File: src/rtl/gpx_pkg.sv
package gpx_pkg;

    localparam int ADDR_W = 5;

    // Alias operation selected by the two low address bits inside a group
    typedef enum logic [1:0] {
        OP_WR  = 2'd0,
        OP_CLR = 2'd1,
        OP_SET = 2'd2,
        OP_INV = 2'd3
    } gpx_op_e;

    // Register group selected by address bits [3:2] when bit 4 is low
    typedef enum logic [1:0] {
        G_DIR  = 2'd0,
        G_PORT = 2'd1,
        G_LAT  = 2'd2,
        G_ODC  = 2'd3
    } gpx_grp_e;

    localparam logic [ADDR_W-1:0] A_CHGEN = 5'd16;
    localparam logic [ADDR_W-1:0] A_PULL  = 5'd17;
    localparam logic [ADDR_W-1:0] A_CHGST = 5'd18;

    typedef struct packed {
        logic     grouped;
        gpx_grp_e grp;
        gpx_op_e  op;
    } gpx_dec_t;

    function automatic gpx_dec_t gpx_decode(input logic [ADDR_W-1:0] a);
        gpx_dec_t d;
        d.grouped = ~a[4];
        d.grp     = gpx_grp_e'(a[3:2]);
        d.op      = gpx_op_e'(a[1:0]);
        return d;
    endfunction

endpackage

File: src/rtl/gpx_alias_reg.sv
module gpx_alias_reg
    import gpx_pkg::*;
#(
    parameter int           W       = 16,
    parameter logic [W-1:0] RST_VAL = '0
) (
    input  logic         clk,
    input  logic         rst,
    input  logic         we,
    input  gpx_op_e      op,
    input  logic [W-1:0] wd,
    output logic [W-1:0] q
);

    always_ff @(posedge clk) begin
        if (rst) begin
            q <= RST_VAL;
        end else if (we) begin
            unique case (op)
                OP_WR:  q <= wd;
                OP_CLR: q <= q & ~wd;
                OP_SET: q <= q | wd;
                OP_INV: q <= q ^ wd;
            endcase
        end
    end

    // clear alias leaves the masked bits at 0
    a_r2_clr_masked: assert property (@(posedge clk) disable iff (rst)
        (we && op == OP_CLR) |=> ((q & $past(wd)) == '0));
    // set alias leaves the masked bits at 1
    a_r2_set_masked: assert property (@(posedge clk) disable iff (rst)
        (we && op == OP_SET) |=> ((q & $past(wd)) == $past(wd)));
    // invert alias flips exactly the masked bits
    a_r2_inv_masked: assert property (@(posedge clk) disable iff (rst)
        (we && op == OP_INV) |=> ((q ^ $past(q)) == $past(wd)));
    // an alias never touches bits written as 0
    a_r2_alias_keeps: assert property (@(posedge clk) disable iff (rst)
        (we && op != OP_WR) |=> (((q ^ $past(q)) & ~$past(wd)) == '0));
    // no write, no change
    a_r2_idle_hold: assert property (@(posedge clk) disable iff (rst)
        !we |=> $stable(q));

endmodule

File: src/rtl/gpx_sync.sv
module gpx_sync #(
    parameter int W = 16
) (
    input  logic         clk,
    input  logic         rst,
    input  logic [W-1:0] d,
    output logic [W-1:0] q
);

    logic [W-1:0] meta_q;

    // No reset: the pad level is sampled continuously
    always_ff @(posedge clk) begin
        meta_q <= d;
        q      <= meta_q;
    end

    // each stage is exactly one edge behind the previous one
    a_r4_stage_one: assert property (@(posedge clk) disable iff (rst)
        meta_q == $past(d));
    a_r4_stage_two: assert property (@(posedge clk) disable iff (rst)
        q == $past(meta_q));

endmodule

File: src/rtl/gpx_chg_detect.sv
module gpx_chg_detect #(
    parameter int W = 16
) (
    input  logic         clk,
    input  logic         rst,
    input  logic [W-1:0] din,
    input  logic [W-1:0] en,
    input  logic         ref_load,
    input  logic         clr_we,
    input  logic [W-1:0] clr_mask,
    output logic [W-1:0] status
);

    logic [W-1:0] ref_q;
    logic [W-1:0] diff_q;
    logic [W-1:0] diff;
    logic [W-1:0] new_evt;
    logic [W-1:0] clr_bits;

    assign diff     = din ^ ref_q;
    assign new_evt  = en & diff & ~diff_q;
    assign clr_bits = clr_we ? clr_mask : '0;

    always_ff @(posedge clk) begin
        if (rst) begin
            ref_q  <= '0;
            diff_q <= '0;
            status <= '0;
        end else begin
            if (ref_load) begin
                ref_q <= din;
            end
            diff_q <= diff;
            status <= (status & ~clr_bits) | new_evt;
        end
    end

    // without a clear write no flag ever falls
    a_r10_sticky: assert property (@(posedge clk) disable iff (rst)
        !clr_we |=> (($past(status) & ~status) == '0));
    // only enabled pins can raise a flag
    a_r9_enabled_only: assert property (@(posedge clk) disable iff (rst)
        ((status & ~$past(status) & ~$past(en)) == '0));

endmodule

File: src/rtl/gpx_port.sv
module gpx_port
    import gpx_pkg::*;
#(
    parameter int NPIN = 16
) (
    input  logic              clk,
    input  logic              rst,
    input  logic [ADDR_W-1:0] bus_addr,
    input  logic              bus_we,
    input  logic              bus_re,
    input  logic [NPIN-1:0]   bus_wdata,
    output logic [NPIN-1:0]   bus_rdata,
    input  logic [NPIN-1:0]   pad_in,
    output logic [NPIN-1:0]   pad_out,
    output logic [NPIN-1:0]   pad_oe,
    output logic [NPIN-1:0]   pad_od,
    output logic [NPIN-1:0]   pad_pu,
    input  logic [NPIN-1:0]   alt_en,
    input  logic [NPIN-1:0]   alt_oe,
    input  logic [NPIN-1:0]   alt_do,
    output logic [NPIN-1:0]   alt_in,
    output logic              irq
);

    localparam logic [NPIN-1:0] DIR_RST = '1;

    gpx_dec_t        dec;
    logic            wr_dir, wr_lat, wr_odc, wr_chg_clr, port_rd;
    logic [NPIN-1:0] dir_q, lat_q, odc_q, chgen_q, pull_q;
    logic [NPIN-1:0] pin_s, chg_st;

    assign dec        = gpx_decode(bus_addr);
    assign wr_dir     = bus_we && dec.grouped && (dec.grp == G_DIR);
    assign wr_lat     = bus_we && dec.grouped && (dec.grp == G_LAT || dec.grp == G_PORT);
    assign wr_odc     = bus_we && dec.grouped && (dec.grp == G_ODC);
    assign wr_chg_clr = bus_we && (bus_addr == A_CHGST);
    assign port_rd    = bus_re && dec.grouped && (dec.grp == G_PORT) && (dec.op == OP_WR);

    gpx_alias_reg #(.W(NPIN), .RST_VAL(DIR_RST)) u_dir (
        .clk(clk), .rst(rst), .we(wr_dir), .op(dec.op), .wd(bus_wdata), .q(dir_q));
    gpx_alias_reg #(.W(NPIN), .RST_VAL('0)) u_lat (
        .clk(clk), .rst(rst), .we(wr_lat), .op(dec.op), .wd(bus_wdata), .q(lat_q));
    gpx_alias_reg #(.W(NPIN), .RST_VAL('0)) u_odc (
        .clk(clk), .rst(rst), .we(wr_odc), .op(dec.op), .wd(bus_wdata), .q(odc_q));

    always_ff @(posedge clk) begin
        if (rst) begin
            chgen_q <= '0;
            pull_q  <= '0;
        end else if (bus_we) begin
            if (bus_addr == A_CHGEN) chgen_q <= bus_wdata;
            if (bus_addr == A_PULL)  pull_q  <= bus_wdata;
        end
    end

    gpx_sync #(.W(NPIN)) u_sync (
        .clk(clk), .rst(rst), .d(pad_in), .q(pin_s));

    gpx_chg_detect #(.W(NPIN)) u_chg (
        .clk(clk), .rst(rst), .din(pin_s), .en(chgen_q), .ref_load(port_rd),
        .clr_we(wr_chg_clr), .clr_mask(bus_wdata), .status(chg_st));

    always_comb begin
        bus_rdata = '0;
        if (dec.grouped) begin
            unique case (dec.grp)
                G_DIR:  bus_rdata = dir_q;
                G_PORT: bus_rdata = pin_s;
                G_LAT:  bus_rdata = lat_q;
                G_ODC:  bus_rdata = odc_q;
            endcase
        end else if (bus_addr == A_CHGEN) begin
            bus_rdata = chgen_q;
        end else if (bus_addr == A_PULL) begin
            bus_rdata = pull_q;
        end else if (bus_addr == A_CHGST) begin
            bus_rdata = chg_st;
        end
    end

    // Per-pin output multiplexer with open-drain emulation
    for (genvar i = 0; i < NPIN; i++) begin : g_pin
        logic oe_sel, do_sel;
        assign oe_sel     = alt_en[i] ? alt_oe[i] : ~dir_q[i];
        assign do_sel     = alt_en[i] ? alt_do[i] : lat_q[i];
        assign pad_oe[i]  = odc_q[i] ? (oe_sel & ~do_sel) : oe_sel;
        assign pad_out[i] = do_sel & ~odc_q[i];
    end

    assign pad_od = odc_q;
    assign pad_pu = pull_q;
    assign alt_in = pin_s;
    assign irq    = |chg_st;

    // an open-drain pad never drives a high level
    a_r7_od_no_high: assert property (@(posedge clk) disable iff (rst)
        ((pad_od & pad_oe & pad_out) == '0));
    // a peripheral-owned push-pull pin carries the peripheral data
    a_r6_alt_data: assert property (@(posedge clk) disable iff (rst)
        ((alt_en & ~pad_od & (pad_out ^ alt_do)) == '0));
    // the interrupt follows the status register one-to-one
    a_r9_irq_level: assert property (@(posedge clk) disable iff (rst)
        (bus_re && bus_addr == A_CHGST && bus_rdata == '0) |-> !irq);

endmodule

File: config.mk
export PLATFORM = sky130hd
export DESIGN_NAME = gpx_port
export DESIGN_NICKNAME = d
export VERILOG_FILES = /design/src/rtl/gpx_pkg.sv /design/src/rtl/gpx_alias_reg.sv /design/src/rtl/gpx_sync.sv /design/src/rtl/gpx_chg_detect.sv /design/src/rtl/gpx_port.sv
export SDC_FILE = /design/constraint.sdc
export NUM_CORES = 1
export LEC_CHECK = 0
export ABC_AREA = 1
export BUFFER_PORTS_ARGS = -buffer_cell sky130_fd_sc_hd__buf_2
export CELL_PAD_IN_SITES_DETAIL_PLACEMENT = 1
export CELL_PAD_IN_SITES_GLOBAL_PLACEMENT = 1
export CORE_MARGIN = 3
export CORE_UTILIZATION = 30
export DETAILED_ROUTE_END_ITERATION = 8
export PLACE_DENSITY = 0.75
export SLEW_MARGIN = 20
export SYNTH_ARGS = -nofsm -noshare
export SYNTH_HDL_FRONTEND = slang
export SYNTH_SLANG_ARGS = --single-unit
File: constraint.sdc
create_clock -name clk -period 2.5 [get_ports clk]
set_clock_uncertainty 0.15 [all_clocks]
set_input_delay 0.125 -clock clk [delete_from_list [all_inputs] [get_ports clk]]
set_output_delay 0.125 -clock clk [all_outputs]
set_load 0.005 [all_outputs]
# Yosys cells after proc, flatten, opt, wreduce, memory -nomap -nowiden
# Index checks and enable logic that the tools add are counted.
dict set report classes {
  n_eq_ne 9
  n_mux 57
  bitwise 98
  n_reduce_logical 14
}
# cell count
set op_table {}
lappend op_table {{$pmux 16 s4} 4}
lappend op_table {{$and 16x16->16} 6}
lappend op_table {{$mux 16} 5}
lappend op_table {{$or 16x16->16} 4}
lappend op_table {{$xor 16x16->16} 4}
lappend op_table {{$not 1->1} 49}
lappend op_table {{$mux 1} 48}
lappend op_table {{$not 16->16} 3}
lappend op_table {{$and 1x1->1} 32}
lappend op_table {{$reduce_or 16->1} 1}
lappend op_table {{$eq 5x5->1 const B} 3}
lappend op_table {{$eq 2x2->1 const B} 4}
lappend op_table {{$logic_and 1x1->1} 8}
lappend op_table {{$eq 2x1->1 const B} 2}
lappend op_table {{$logic_not 2->1} 2}
lappend op_table {{$reduce_and 2->1} 2}
lappend op_table {{$logic_or 1x1->1} 1}
dict set report word_totals {
  input_bits 89
  ff_bits 160
}

# Logic depth before layout (Yosys ltp)
# Gate-level depths: netlist of run 1.
dict set report depth {
  depth_word 6
  mapped_depth 9
  depth_no_buf 8
}

# Hierarchy
# Synthesis of run 1 repeated with hierarchy kept, for this count alone.
dict set report unflattened {
  hier_cells 1660
  hier_area_um2 10654.0
}
# module n_inst area_each_um2 cells_each
set by_module_without_submodules {}
lappend by_module_without_submodules {{gpx_alias_reg (u_lat ...)} 2 1624.1 244}
lappend by_module_without_submodules {gpx_port 1 3198.1 645}
lappend by_module_without_submodules {gpx_chg_detect 1 1971.9 251}
lappend by_module_without_submodules {{gpx_alias_reg (u_dir)} 1 1595.3 244}
lappend by_module_without_submodules {gpx_sync 1 640.6 32}

# Worst setup path before layout of run 1
# Ideal clock, no wire load.
dict set report synth_timing {
  path_kind {input port to output port}
  from {input port bus_addr[2]}
  to {output port bus_rdata[10]}
  path_stages 8
  t_arrival_ns 1.117
  slack_ns 1.108
  required_ns 2.225
  path_buffers 2
  path_cell_list {inv_1 ha_1 clkbuf_1 clkbuf_1 nand2_1 o211ai_1 nand2_1 nand2_1}
}
dict set report synth_between {
  elab_chain_len 5
}
# element line_no
set synth_lines {}
lappend synth_lines {{start: declaration} gpx_port.sv:8} ;# input logic [ADDR_W-1:0] bus_addr,
lappend synth_lines {{$eq 5x5->1} gpx_port.sv:76} ;# end else if (bus_addr == A_CHGST) begin
lappend synth_lines {{$mux 16} gpx_port.sv:76}
lappend synth_lines {{$mux 16} gpx_port.sv:74} ;# end else if (bus_addr == A_PULL) begin
lappend synth_lines {{$mux 16} gpx_port.sv:72} ;# end else if (bus_addr == A_CHGEN) begin
lappend synth_lines {{$mux 16 *} gpx_port.sv:65} ;# if (dec.grouped) begin
lappend synth_lines {{end: declaration} gpx_port.sv:12} ;# output logic [NPIN-1:0] bus_rdata,
# Every way passes the cells marked *; elsewhere a longest branch is shown, timed or not.

# Worst setup path in the final report of run 1
dict set report layout_timing {
  from {input port bus_addr[2]}
  to {output port bus_rdata[2]}
}
# The elaborated chain is that of the path after synthesis.

==> metrics.md, run 1 <==
| Metric | Value |
|---|---|
| Result of the run | finished clean |
| Post-layout util | 0.381 |
| Endpoint arrival time on the critical path | roughly 1.7 ns |
| Type of the worst setup path | primary input to primary output |
| Instance count of the mapped netlist | 1436 |
| Number of detailed-route iterations in the first pass | 4 |
| End of the worst register-to-register path | u_odc.q[15] |
| Maximum clock rate | 0.518 GHz |
| Die height | 184 um |
| Gpl congestion | 0.799 |
| Number of buffers on the longest clock path | 2 |
| Routed length per placed instance | around 17 um |
| Part of the Yosys area used for sequential elements | 0.336 |
| Maximum net fanout on the critical path | 9 |
| Area occupied by registers | between 0.003 and 0.004 mm^2 |
| Leading cell types in the layout, fill and taps excluded | nand2_1 (388), nor2_1 (196), inv_1 (186) |
| H-Tree Depth | 4 |
| Inserted Clock Buffers | 17 |
| Flops & latches, synth | 160 |
| Fraction of registers with async set/reset | 0 |
| Master cell of the clock root buffer | clkbuf_16 |
| Footprint of the multi-input gates | 0.00534 mm^2 |
| Maximum number of pins on one net before global-route repair | 65 |
| Initial standard-cell utilization of the core | 0.308 |
| Setup crit start kind | primary input |
| Final setup TNS | 0 ns |
| TritonCTS Sinks | 160 |
| Unrepaired setup endpoints after global routing | false |
| Area growth syn-to-layout | 23.8% |
| Synth unique cells | 25 |
| Hold wc startpoint | bus_addr[4] |
| Hold endpoint | u_chg.status[11] |
| Mean number of vias per cell | 4.87 |
| # fillers | around 4.0k |
| Number of input and output port buffers inserted | 185 |
| Reg-to-reg setup timing slack | approximately 1.1 ns |
| Filler-free cell count of the finished design | 2041 |
| TritonCTS clock tree | yes |
| Total of warnings raised by yosys | 0 |
| Vias in the first global route | 10.2k |
| Remaining Overflow, GRT | 0 |
| Post-Place Cells | 1975 |
| Overall via count from detail_route | between 9k and 10k |
| Max-slew headroom at the worst pin | 0.447 |
| Leak pwr | 5.78 nW |
| Min-Delay Path Class | primary input to flop |
| GRT Resource Usage Total | 0.202 |
| Post-CTS clock slew at the launch and capture registers of the worst setup and hold paths | 0.08 ns |
| Share of layout cells above drive strength 1 | 0.152 |
| Area inside the core boundary | 0.0310 mm^2 |
| Number of hold-slack violations in the final timing report | 0 |
| Final WL | 34.6 mm |
| Required @ worst endpoint | 2.23 ns |
| Standard-cell rows | 64 |
| Final worst path period share | 0.772 |
| Detailed Route Iter0 Violations | roughly 600 |
| Maximum vdd ir drop | 0.345 mV |
| Half-perimeter wire length after placement | 24.6 mm |
| Latest clock arrival within the worst-skew pair | 0.45 ns |
| Net count, final | 1820 |
| Depth of the worst register-to-register path | 6 |
| Num ports | roughly 190 |
| Number of max-slew violations in the final report | 0 |
| Maximum Capacitance Violations | 0 |
| Mapped cell area | 0.00955 mm^2 |
| Drc violations | 0 |
| Beginning of the critical path | bus_addr[2] |
| Die ar. | 0.0340 mm^2 |
| Final Cell Area | 0.0118 mm^2 |
| Initial antenna violation count | 3 |
| Slew @ Worst Pin | 0.829 ns |
| Fin worst setup slack | 0.571 ns |
| Kind of capture point of the worst setup path | primary output |
| Dpl ws | 0.498 ns |
| Most common cell after layout, fill and taps aside | nand2_1 |
| Average size of a mapped cell | 6.65 um^2 |
| Number of nets produced by synthesis | 1626 |
| Count of nets left with antenna violations after detail routing | 0 |
| Placed Area | 0.0109 mm^2 |
| Time the worst path needs with I/O delays and setup | 1.93 ns |
| Number of synthesized flops with an enable pin | 0 |
| Die extent in x | 184 um |
| Reg-to-reg critical path startpoint | u_odc.q[15] |
| Power density over cell area | 544 mW/mm^2 |
| First-pass GRT wire length | around 54 mm |
| Number of stages on the worst hold path | 6 |
| Top FF cell, synth | dfxtp_1 |
| Number of setup violations in the final report | 0 |
[metrics by stage]
stage / hold WS [ns] / power (mW)
after floorplan: 0.00272 / 3.29
after global placement: 0.0767 / 3.66
after detailed placement: 0.0794 / 3.71
after CTS: 0.0835 / 6.49
after global routing: 0.131 / 6.74
final: 0.0938 / 6.43
[cells by family (layout without fill, tap and decap cells)]
kind of cell | count (synthesis) | count (layout) | synth area share
compound gates | 228 | 228 | 0.128
other cells | 0 | 2 | 0
fa+ha+maj | 101 | 101 | 0.132
xor+xnor | 16 | 16 | 0.0147
simple gates | 677 | 677 | 0.283
buf+inv | 254 | 461 | 0.106
flops | 160 | 160 | 0.336
[Yosys cell counts (2+ instances only)]
master,instances,share of area
o21ai_0,58,0.030
buf_1,3,0.0012
o21a_1,15,0.012
nor2_4,2,0.0024
buf_2,25,0.013
ha_1,101,0.13
dfxtp_1,160,0.34
nand3_1,66,0.035
clkinv_1,2,0.00079
nor2_2,4,0.0026
clkbuf_1,28,0.011
xor2_1,16,0.015
a21oi_1,128,0.067
o211ai_1,16,0.013
nand4_1,16,0.010
inv_2,3,0.0012
nor2_1,197,0.077
inv_1,186,0.073
o21ai_1,11,0.0058
nand2_1,388,0.15
nor4_1,2,0.0013
buf_4,6,0.0047
[registers in the layout, indices dropped and copies added, names as in the netlist]
register       cells
chgen_q           16
pad_pu            16
u_chg.diff_q      16
u_chg.ref_q       16
u_chg.status      16
u_dir.q           16
u_lat.q           16
u_odc.q           16
u_sync.meta_q     16
u_sync.q          16
[power by group]
part | internal (mW) | switching [mW] | total, mW | leakage (nW)
combinational | 0.373 | 0.589 | 0.962 | 4.17
clock | 1.44 | 1.29 | 2.73 | 0.302
sequential | 2.64 | 0.0940 | 2.73 | 1.31
total | 4.45 | 1.98 | 6.43 | 5.78
[what timing repair did]
item,4_1_cts,5_1_grt
gates resized for setup,0,0
endpoints found under the hold margin,65,0
buffers inserted,0,0
hold buffers,32,0
[per-layer routing]
metal | part of all wire | vias up | track usage
li1 | - | 4886 | -
met1 | 0.46 | 4775 | 0.264
met2 | 0.47 | 224 | 0.342
met3 | 0.045 | 58 | 0.0328
met4 | 0.022 | 2 | 0.0656
met5 | 0.00032 | - | 0
[critical path: stages]
cell,delay [ns]
buf_2,0.11
inv_1,0.08
ha_1,0.23
nand2_2,0.14
inv_1,0.09
nand2_1,0.29
buf_4,0.25
nor2_1,0.06
nor2_1,0.11
nand2_1,0.06
buf_2,0.12
[final cells by class]
type,instances,area share
Clock inverter,15,0.0160
Inverter,191,0.0607
Timing Repair Buffer,238,0.122
Multi-Input combinational cell,1022,0.452
Sequential cell,160,0.271
Tap cell,396,0.0419
Clock buffer,17,0.0360
Antenna cell,2,0.000424
[worst max-delay path by stage]
stage | end | slack [ns] | cells after the start
floorplan | bus_rdata[10] | 1.11 | 8
detailed placement | pad_pu[1] | 0.50 | 9
finish | bus_rdata[2] | 0.57 | 11
global route | bus_rdata[5] | 0.40 | 11
CTS | bus_rdata[4] | 0.54 | 11
global placement | pad_pu[7] | 0.56 | 9
No activity file was read; power rests on OpenSTA's default activity.
==> run 2, diff against run 1 <==
--- a/config.mk
+++ b/config.mk
@@ -12,7 +12,7 @@
 export CORE_MARGIN = 3
 export CORE_UTILIZATION = 30
 export DETAILED_ROUTE_END_ITERATION = 8
-export PLACE_DENSITY = 0.75
+export PLACE_DENSITY = 0.78
 export SLEW_MARGIN = 20
 export SYNTH_ARGS = -nofsm -noshare
 export SYNTH_HDL_FRONTEND = slang
==> constraint.sdc (replaced) <==
create_clock -name clk -period 1.6 [get_ports clk]
set_clock_uncertainty 0.15 [all_clocks]
set_input_delay 0.08 -clock clk [delete_from_list [all_inputs] [get_ports clk]]
set_output_delay 0.08 -clock clk [all_outputs]
set_load 0.005 [all_outputs]
==> run 2 against run 1 <==
Compared with the run above:
- the flow now finishes with violations (setup timing)
- first-iteration DRC count rose by 6.7%
- sequential power increased by 55%
- global-route usage increased by 1.5 points
- worst hold slack worse by 0.070 ns
- final cell count is 2.8% higher
- routed wire length rose by 11%
- critical path type is now flop to primary output
- largest power group unchanged
==> metrics.md, run 2 (same netlist as run 1, synthesis figures left out) <==
| Metric | Value |
|---|---|
| Master cell of the clock root buffer | clkbuf_16 |
| Post-Place Cells | 2012 (+1.9%) |
| Min-Delay Path Class | primary input to flop |
| Most common cell after layout, fill and taps aside | nand2_1 |
| Final worst path period share | 1.13 |
| Result of the run | finished, violations left |
| Fraction of power consumed by the clock network | 0.412 (-0.014) |
| Area inside the core boundary | 0.0310 mm^2 (unchanged) |
| Share of layout cells above drive strength 1 | 0.255 (+0.103) |
| Num ports | 186 (unchanged) |
| Part of the total power dissipated in combinational logic | 0.173 (+0.023) |
| Slew @ Worst Pin | 0.394 ns (-0.435 ns) |
| Dominant delay contributor by cell family on the critical path | simple AND/OR/NAND/NOR gates |
| Leading cell types in the layout, fill and taps excluded | nand2_1 (376), nor2_1 (191), buf_2 (181) |
| Reg-to-reg setup timing slack | 0.22 ns (-0.83 ns) |
| Maximum number of pins on one net before global-route repair | 65 (unchanged) |
| Violated checks | setup timing |
| Beginning of the critical path | u_chg.status[7] |
| Kind of capture point of the worst setup path | primary output |
| Depth of the worst register-to-register path | 7 (+1) |
| Register share of total power | 0.415 (-0.010) |
| Dpl ws | -0.0494 ns (-0.547 ns) |
| Die ar. | 0.0340 mm^2 (unchanged) |
| Area growth syn-to-layout | 34.6% |
| Worst hold margin | 0.0237 ns (-0.0701 ns) |
| Hold wc startpoint | bus_addr[0] |
| Number of input and output port buffers inserted | 185 (unchanged) |
| Initial antenna violation count | 4 (+1) |
| Die height | 184 um (unchanged) |
| Count of nets left with antenna violations after detail routing | 0 (unchanged) |
| CP max stage cell | dfxtp_4 |
| Drc violations | 0 (unchanged) |
| Type of the worst setup path | flop to primary output |
| Number of stages on the worst hold path | 5 (-1) |
| Maximum Capacitance Violations | 0 (unchanged) |
| Number of setup violations in the final report | 6 (+6) |
| Number of max-slew violations in the final report | 0 (unchanged) |
| Maximum clock rate | 0.555 GHz |
| Remaining Overflow, GRT | 0 (unchanged) |
| Standard-cell rows | 64 (unchanged) |
| Time the worst path needs with I/O delays and setup | about 1.8 ns |
| Final WL | 38.2 mm (+11%) |
| First-pass GRT wire length | 58.4 mm (+7.9%) |
| Max-slew headroom at the worst pin | 0.737 (+0.289) |
| Vias in the first global route | 10.6k (+4.4%) |
| CP Cell Sequence | nor2_4 -> nand2_2 -> nor4_4 -> buf_4 -> nand2_4 -> buf_6 |
| # fillers | 3920 (-2.6%) |
| Overall via count from detail_route | 10.4k (+5.0%) |
| H-Tree Depth | 4 (unchanged) |
| Switching part of the total | 0.310 (+0.00306) |
| Latest clock arrival within the worst-skew pair | 0.45 ns (about the same) |
| Unrepaired setup endpoints after global routing | true |
| Power density over cell area | 794 mW/mm^2 (+46%) |
| Number of detailed-route iterations in the first pass | 5 (+1) |
| Number of buffers on the longest clock path | 2 (unchanged) |
| Number of logic stages on the critical path including buffering | 6 (-5) |
| Inserted Clock Buffers | 17 (unchanged) |
| Gpl congestion | 0.817 (+2.2%) |
| Post-layout util | 0.414 (+0.0332) |
| Fin worst setup slack | -0.202 ns (-0.773 ns) |
| Required @ worst endpoint | 1.37 ns (-0.86 ns) |
| Maximum net fanout on the critical path | 3 (-6) |
| Setup crit start kind | flop |
| Initial standard-cell utilization of the core | 0.308 (unchanged) |
| Endpoint arrival time on the critical path | 1.57 ns (-0.08 ns) |
| Design internal power | 7.04 mW (+58%) |
| Hold endpoint | u_chg.ref_q[5] |
| Leak pwr | 6.14 nW (+6.3%) |
| Die extent in x | 184 um (unchanged) |
| Detailed Route Iter0 Violations | 639 (+6.7%) |
| Switching power | 3.17 mW (+60%) |
| End of the worst register-to-register path | u_odc.q[3] |
| Post-CTS clock slew at the launch and capture registers of the worst setup and hold paths | 0.07 ns (about the same) |
| Number of hold-slack violations in the final timing report | 0 (unchanged) |
| Net count, final | 1876 (+3.1%) |
| Maximum vdd ir drop | 0.528 mV (+53%) |
| Mean number of vias per cell | 4.98 (+2.1%) |
| GRT Resource Usage Total | 0.217 (+0.0147) |
| Routed length per placed instance | 18.2 um (+7.6%) |
| Filler-free cell count of the finished design | 2098 (+2.8%) |
| Buffers & Inverters on Critical Path | 2 (-3) |
| TritonCTS clock tree | yes |
| Reg-to-reg critical path startpoint | u_odc.q[3] |
| TritonCTS Sinks | 160 (unchanged) |
| Half-perimeter wire length after placement | 25.9 mm (+5.3%) |
| Critical Path Max Stage Delay | 0.37 ns (+0.08 ns) |
run 2: cell count changes in the layout (fill, tap and decap cells not counted), sizes merged:
| cell | before | now |
|---|---|---|
| buf | 206 | 258 |
| clkinvlp | 0 | 2 |
| dlygate4sd3 | 32 | 36 |
| diode | 2 | 3 |
| inv | 197 | 195 |
run 2: worst min-delay path, cell delays in order:
cell and delay, ns:
buf_2 0.16, nor2_4 0.08, nand4_2 0.10, o21ai_0 0.08
nor2_1 0.07
run 2: worst max-delay path by stage:
stage	to	slack (ns)
finish	irq	-0.20
global route	irq	-0.27
CTS	irq	-0.15
detailed placement	bus_rdata[2]	-0.05
global placement	bus_rdata[1]	-0.04
floorplan	pad_pu[10]	0.28
run 2: per-stage QoR:
stage          area [um^2]  power, mW  TNS [ns]
4_1_cts              12500       10.2    -0.264
6_report             12800       10.2    -0.343
5_1_grt              12800       10.7     -1.04
3_3_place_gp         11300       5.81    -0.158
3_5_place_dp         11300       5.89    -0.554
2_1_floorplan         9550       5.13         0
run 2: power groups by stage:
stage	registers (mW)	clock network [mW]	logic (mW)
floorplan	4.30	0	0.835
global placement	4.34	0	1.47
detailed placement	4.34	0	1.55
CTS	4.24	4.26	1.68
global route	4.25	4.46	1.95
finish	4.23	4.21	1.76
run 2: final cells by class:
class,count,area [um^2],share of cell area
multi-input cells,1022,5580,0.434
clock inverters,15,173,0.0134
diodes,3,7.51,0.000584
repair buffers,294,2070,0.161
clock buffers,17,425,0.0331
inverters,191,722,0.0562
well taps,396,495,0.0386
flip-flops and latches,160,3380,0.263
run 2: per-layer routing:
layer	GRT usage	vias up	wire [um]
met3	0.0320	61	1800
met5	0	-	17
li1	-	5001	-
met4	0.0602	2	774
met1	0.288	5109	17400
met2	0.368	266	18200
run 2: repair_timing:
| action | CTS | global route |
|---|---|---|
| hold endpoints to repair | 76 | 0 |
| pin swaps | 22 | 35 |
| hold buffers | 36 | 0 |
| gates resized for setup | 89 | 100 |
| setup endpoints to repair | 27 | 31 |
| setup buffers | 9 | 9 |
